==> src/rtl/smi_agg_pkg.sv <==
// Shared constants for the SMI event status aggregator.
// Assumes a 16-bit status word. The bit positions are fixed because software decodes them.
package smi_agg_pkg;
    localparam int STS_W    = 16;
    localparam int B_BIOS   = 0;
    localparam int B_USB    = 1;
    localparam int B_SLP    = 2;
    localparam int B_APM    = 3;
    localparam int B_TMR    = 4;
    localparam int B_PM     = 5;
    localparam int B_GPI    = 6;
    localparam int N_STICKY = 4;

    typedef enum logic {SEL_STS = 1'b0, SEL_GPIEN = 1'b1} wr_sel_e;

    // Maps sticky cell index to its position in the status word
    function automatic int sticky_pos(input int idx);
        case (idx)
            0:       return B_BIOS;
            1:       return B_SLP;
            2:       return B_APM;
            default: return B_TMR;
        endcase
    endfunction
endpackage

==> src/rtl/smi_sticky_bit.sv <==
// One sticky status cell: a set pulse latches 1, a clear pulse drops it to 0.
// When both arrive in the same clock, set has priority. Synchronous active-low reset.
module smi_sticky_bit (
    input  logic clk,
    input  logic rst_n,
    input  logic set_i,
    input  logic clr_i,
    output logic q_o
);
    // Hold the status bit with set-over-clear priority
    always_ff @(posedge clk) begin
        if (!rst_n)     q_o <= 1'b0;
        else if (set_i) q_o <= 1'b1;
        else if (clr_i) q_o <= 1'b0;
    end
endmodule

==> src/rtl/smi_gpi_gate.sv <==
// GPI SMI enable register with qualification by the implemented-GPIO mask.
// Produces the summary hit of all qualifying GPIs.
// Assumes GPI_N <= 16. Bits absent from IMPL never hold 1.
module smi_gpi_gate #(
    parameter int              GPI_N = 16,
    parameter logic [GPI_N-1:0] IMPL = '1
) (
    input  logic             clk,
    input  logic             rst_n,
    input  logic             load_i,
    input  logic [GPI_N-1:0] load_data_i,
    input  logic [GPI_N-1:0] lvl_i,
    input  logic [GPI_N-1:0] route_i,
    output logic [GPI_N-1:0] en_o,
    output logic             hit_o
);
    logic [GPI_N-1:0] qual;

    // Load the enable register and force absent GPIO bits to 0
    always_ff @(posedge clk) begin
        if (!rst_n)      en_o <= '0;
        else if (load_i) en_o <= load_data_i & IMPL;
    end

    // Per-GPI qualification: level, enable, routing and presence
    for (genvar g = 0; g < GPI_N; g++) begin : g_qual
        assign qual[g] = lvl_i[g] & en_o[g] & route_i[g] & IMPL[g];
    end

    assign hit_o = |qual;
endmodule

==> src/rtl/smi_req_gen.sv <==
// Registered active-low SMI request built from the status word.
// Bit 0 counts only while the BIOS enable is set. Every other nonzero bit counts directly.
module smi_req_gen
    import smi_agg_pkg::*;
(
    input  logic             clk,
    input  logic             rst_n,
    input  logic [STS_W-1:0] status_i,
    input  logic             bios_en_i,
    output logic             smi_n_o
);
    logic [STS_W-1:0] others;
    logic             want;

    // Mask out bit 0, which has its own gate
    always_comb begin
        others         = status_i;
        others[B_BIOS] = 1'b0;
        want           = (|others) | (status_i[B_BIOS] & bios_en_i);
    end

    // Register the request so it follows the status word by one clock
    always_ff @(posedge clk) begin
        if (!rst_n) smi_n_o <= 1'b1;
        else        smi_n_o <= ~want;
    end
endmodule

==> src/rtl/smi_event_agg.sv <==
// SMI event status aggregator top.
// Holds four sticky write-1-clear bits that event strobes set. Builds three read-only
// summary bits from the PM, legacy-USB and GPI sources, and drives a registered
// active-low SMI request. The write port has no handshake. Strobes last one clock.
module smi_event_agg
    import smi_agg_pkg::*;
#(
    parameter int               PM_W     = 4,
    parameter int               USB_W    = 4,
    parameter int               GPI_N    = 16,
    parameter logic [GPI_N-1:0] GPI_IMPL = 16'hBFFD
) (
    input  logic             clk,
    input  logic             rst_n,
    input  logic             tmr_expire_i,
    input  logic             apm_wr_i,
    input  logic             apm_en_i,
    input  logic             slp_wr_i,
    input  logic             slp_smi_en_i,
    input  logic             gbl_rls_i,
    input  logic             bios_en_i,
    input  logic [PM_W-1:0]  pm_sts_i,
    input  logic [PM_W-1:0]  pm_en_i,
    input  logic [USB_W-1:0] usb_sts_i,
    input  logic [USB_W-1:0] usb_en_i,
    input  logic [GPI_N-1:0] gpi_lvl_i,
    input  logic [GPI_N-1:0] gpi_route_smi_i,
    input  logic             wr_en_i,
    input  logic             wr_sel_i,
    input  logic [15:0]      wr_data_i,
    output logic [15:0]      status_o,
    output logic [GPI_N-1:0] gpi_en_o,
    output logic             smi_n_o
);
    logic [N_STICKY-1:0] set_v;
    logic [N_STICKY-1:0] clr_v;
    logic [N_STICKY-1:0] sticky_q;
    logic                sts_wr;
    logic                gpi_hit;

    assign sts_wr = wr_en_i & (wr_sel_i == SEL_STS);

    // Per-source set conditions, in sticky-cell index order
    always_comb begin
        set_v[0] = gbl_rls_i;
        set_v[1] = slp_wr_i & slp_smi_en_i;
        set_v[2] = apm_wr_i & apm_en_i;
        set_v[3] = tmr_expire_i;
    end

    for (genvar g = 0; g < N_STICKY; g++) begin : g_sticky
        localparam int POS = sticky_pos(g);
        assign clr_v[g] = sts_wr & wr_data_i[POS];
        smi_sticky_bit u_bit (
            .clk   (clk),
            .rst_n (rst_n),
            .set_i (set_v[g]),
            .clr_i (clr_v[g]),
            .q_o   (sticky_q[g])
        );
    end

    smi_gpi_gate #(.GPI_N(GPI_N), .IMPL(GPI_IMPL)) u_gpi (
        .clk         (clk),
        .rst_n       (rst_n),
        .load_i      (wr_en_i & (wr_sel_i == SEL_GPIEN)),
        .load_data_i (wr_data_i[GPI_N-1:0]),
        .lvl_i       (gpi_lvl_i),
        .route_i     (gpi_route_smi_i),
        .en_o        (gpi_en_o),
        .hit_o       (gpi_hit)
    );

    // Assemble the status word. Reserved positions stay 0.
    always_comb begin
        status_o = '0;
        for (int i = 0; i < N_STICKY; i++) status_o[sticky_pos(i)] = sticky_q[i];
        status_o[B_USB] = |(usb_sts_i & usb_en_i);
        status_o[B_PM]  = |(pm_sts_i & pm_en_i);
        status_o[B_GPI] = gpi_hit;
    end

    smi_req_gen u_req (
        .clk       (clk),
        .rst_n     (rst_n),
        .status_i  (status_o),
        .bios_en_i (bios_en_i),
        .smi_n_o   (smi_n_o)
    );
endmodule

==> config.mk <==
export PLATFORM = sky130hd
export DESIGN_NAME = smi_event_agg
export DESIGN_NICKNAME = d
export VERILOG_FILES = /design/src/rtl/smi_agg_pkg.sv /design/src/rtl/smi_sticky_bit.sv /design/src/rtl/smi_gpi_gate.sv /design/src/rtl/smi_req_gen.sv /design/src/rtl/smi_event_agg.sv
export SDC_FILE = /design/constraint.sdc
export NUM_CORES = 1
export LEC_CHECK = 0
export CAP_MARGIN = 40
export CORE_ASPECT_RATIO = 1.2
export CORE_MARGIN = 4
export CORE_UTILIZATION = 29
export DETAILED_ROUTE_END_ITERATION = 7
export GPL_TIMING_DRIVEN = 0
export PLACE_DENSITY = 0.92
export SYNTH_ARGS = -nofsm -noshare
export SYNTH_HDL_FRONTEND = slang
export SYNTH_SLANG_ARGS = --single-unit
export TNS_END_PERCENT = 20
==> constraint.sdc <==
create_clock -name clk -period 2.7 [get_ports clk]
set_input_delay 0.405 -clock clk [delete_from_list [all_inputs] [get_ports clk]]
set_output_delay 0.405 -clock clk [all_outputs]
set_load 0.01 [all_outputs]
======== Yosys cells after proc, flatten, opt, wreduce, memory -nomap -nowiden ========
Index checks and enable logic that the tools add are counted.
storage, ports and cells
  logic and storage cells ................. 64
  input port bits ......................... 75
  bits in registers ....................... 19
cells by class
  mux-type cells .......................... 8
  reductions and logical operators ........ 8
  bitwise logic cells ..................... 42
operators by type and width
  cell                 number
  1-bit AND            37
  25-bit OR reduction  1
  14-bit OR reduction  1
  4-bit AND            2
  1-bit 2-to-1 mux     8
  2-bit nonzero test   4
  4-bit OR reduction   2
  1-bit NOT            2
  1-bit OR             1

======== Depth between registers and ports, before layout ========
  word-level depth ........................ 5
  gate-level depth with buffers ........... 5

======== By module ========
From an unflattened synthesis, not the netlist that was laid out.
second synthesis, totals
  cell total of the unflattened synthesis .. 110
  area, all modules ....................... 1054.8 µm²
by module, submodules not included
  module          seq. area each (µm²)  area each (µm²)  times used  cells an instance
  smi_gpi_gate    280.3                 644.4            1           66
  smi_event_agg   0.0                   173.9            1           25
  smi_sticky_bit  20.0                  41.3             4           3
  smi_req_gen     20.0                  71.3             1           7

======== Worst setup path after synthesis ========
OpenSTA, ideal clock, no wires.
  path kind ............................... input port to output port
  start ................................... input gpi_route_smi_i[8]
  end ..................................... output status_o[6]
  cell stages on the path ................. 4
  arrival ................................. 1.019 ns
  required time ........................... 2.295 ns
  path slack .............................. 1.276 ns
  cell sequence ........................... and3_4 -> a311oi_2 -> nand2_1 -> buf_4
on the way
  word-level cells in the longest chain between the ends .. 2
RTL lines
  item                 line                 source
  start, declared      smi_event_agg.sv:27  input logic [GPI_N-1:0] gpi_route_smi_i,
  1-bit AND            smi_gpi_gate.sv:27   assign qual[g] = lvl_i[g] & en_o[g] & route_i[g] & IMPL[g];
  14-bit OR reduction  smi_gpi_gate.sv:30   assign hit_o = |qual;
  end, declared        smi_event_agg.sv:31  output logic [15:0] status_o,
Every way passes these cells.

======== Final worst setup path ========
Same ends and word-level chain as after synthesis.

==> impl_metrics.py <==
metrics = {
    "drt": {
        "post-route-drc-count": 0,
        "ant_nets": 0,
        "firstDrtPassIters": 3,
        "routedWlPerCell_um": 12.69,
        "vias_per_cell": 4.551,
        "drt_iter0_markers": 16,
        "vias": 1206,
        "routed_wl_mm": 3.364,
    },
    "die": {
        "fp.dieW_um": 60.10,
        "die_h_um": 70.52,
        "die_area_mm2": 0.004238,
        "start_util": 0.3064,
        "boundaryPins": 108,
        "core_mm2": 0.003083,
        "rows": 22,
    },
    "clocking": {
        "cts_tree": "done",
        "clk_latency_ns": 0.28,
        "clockBufferDepth": 2,
        "post_cts_buffers": 0,
        "path_clk_slew_ns": 0.11,
        "ctsHoldBuffers": 0,
        "postCtsResizedCells": 0,
        "htree_levels": 1,
        "cts.sinks": 19,
        "cts_buffers": 3,
        "root_buffer": "clkbuf_4",
    },
    "timing": {
        "setup_viol_count_final": 0,
        "fmax_mhz": 416.2,
        "slew_violations": 0,
        "rsz0062_at_grt": "false",
        "hold_viol": 0,
        "finalCritPeriodShare": 0.8898,
        "period_needed_ns": 2.402,
        "finClkSkew_ns": 0.003618,
        "fin_hold_ws_ns": 0.4843,
        "tns_ns": 0,
    },
    "hold_path": {
        "whs_path_depth": 2,
        "min_to": "u_gpi.en_o[11]",
        "hp-class": "flip-flop to flip-flop",
        "hp-start": "u_gpi.en_o[11]",
    },
    "yosys": {
        "synth_seq_cells": 19,
        "ys_warn_count": 0,
        "ys_types": 18,
        "synth_area_um2": 944.7,
        "avgSynthCellArea_um2": 7.557,
        "synth_edf_count": 0,
        "yosysSeqAreaShare": 0.4026,
        "ys_async_sr_fraction": 0,
        "syn_inst": 125,
        "ys.flop_type": "dfxtp_1",
    },
    "critical_path": {
        "crit_fanout": 2,
        "max_stage_delay_ns": 0.47,
        "r2r-start": "g_sticky[3].u_bit.q_o",
        "cp_data_arrival_time_ns": 2.00,
        "rr_endpoint": "u_req.smi_n_o",
        "end_kind": "primary output",
        "reg2reg_depth": 2,
        "ff2ff_setup_slack_ns": 1.62,
        "required_ns": 2.30,
        "crit_type": "input port to primary output",
        "start_kind": "input port",
        "path_common_cell": "clkdlybuf4s50_1",
        "cp_top_family": "buffers and inverters",
        "cp_num_buf_inv": 3,
        "slowest_stage": "clkdlybuf4s50_1",
        "path_cells": "clkdlybuf4s50_1 > and3_4 > a311oi_2 > nand2_1 > buf_4 > clkdlybuf4s50_1",
    },
    "placed_design": {
        "io_buffers": 90,
        "place.gp.congestion": 0.7792,
        "hpwlAfterDp_mm": 2.967,
    },
    "global_route": {
        "grt_pass1_wl_mm": 5.016,
        "antenna_found_initial": 0,
        "gr-usage-all-layers": 0.1503,
        "grt_max_degree": 12,
        "overflow": 0,
        "grt_pass1_vias": 1192,
    },
    "power": {
        "ir_worst_vdd_v": 0.0002725,
        "power_density_mw_per_mm2": 341.6,
        "p_leak_nw": 0.7871,
    },
    "final_layout": {
        "final_cell_mix": "90 x clkdlybuf4s50_1, 36 x nand2_1, 19 x dfxtp_1",
        "syn_to_final_growth_pct": 107.0,
        "antenna_cells": 0,
        "final_common_cell": "clkdlybuf4s50_1",
        "fin_nets": 305,
        "final_util": 0.6343,
        "drive_above_1_share": 0.1092,
    },
    "outcome": {
        "status": "finished clean",
    },
    "flow_run": {
        "max_cap_violations": 0,
    },
}
## synthesized netlist by cell type (3+ instances only)
library cell,n,area [um^2]
nand2_1,36,135.1
dfxtp_1,19,380.4
buf_4,17,127.6
a21oi_1,16,80.08
nand3_1,12,60.06
a22oi_1,6,45.04
nor2_1,6,22.52
nand4_1,3,18.77
## sequential cells by signal, summed over array words and instances (netlist names)
name / cells
u_gpi.en_o: 14
u_req.smi_n_o: 1
g_sticky.u_bit.q_o: 4
## worst reg2reg max path, stage by stage (launching register included)
cell and delay [ns]:
dfxtp_1 0.34, a2111oi_0 0.46, a41o_1 0.23
## layer usage
layer,vias up,wire (um),part of all wire,track usage
met5,-,0,0,0
met4,0,93,0.028,0.06404
met3,6,391,0.12,0.03512
met2,64,1768,0.53,0.2885
met1,526,1110,0.33,0.1435
li1,610,-,-,-
## power by group
group,switching (mW),internal (mW),total (mW)
registers,0.0111,0.295,0.306
logic,0.0710,0.154,0.225
clock network,0.0819,0.0549,0.137
total,0.164,0.504,0.668
## layout make-up
type,count,area (um^2)
flip-flops and latches,19,380.4
multi-input cells,96,461.7
clock buffers,3,22.52
clock inverters,1,5.005
plain buffers,19,136.4
repair buffers,90,900.9
fillers,277,1127
well taps,36,45.04
inverters,1,3.754
## worst max-delay path by stage
stage / from / endpoint / depth (start not counted)
after floorplan: gpi_route_smi_i[8] / status_o[6] / 4
after global placement: gpi_route_smi_i[8] / status_o[6] / 6
after detailed placement: gpi_route_smi_i[8] / status_o[6] / 6
after CTS: gpi_route_smi_i[8] / status_o[6] / 6
after global routing: gpi_lvl_i[13] / status_o[6] / 7
final: gpi_route_smi_i[8] / status_o[6] / 6
## cells by family after synthesis
family,after synthesis,share of synthesized area
AND/OR/NAND/NOR,60,0.2768
other,1,0.003970
flip-flops,19,0.4026
buffers and inverters,20,0.1483
AO/OA/AOI/OAI,25,0.1682
## through the flow
stage	power (mW)	cells	cell area (um^2)	setup WS, ns
after floorplan	0.3874	135	982.2	1.276
after global placement	0.5345	261	1928	0.3182
after detailed placement	0.5393	261	1928	0.3031
after CTS	0.6747	265	1956	0.3047
after global routing	0.7044	265	1956	0.2772
final	0.6681	265	1956	0.2976
(Power assumes the default switching activity.)
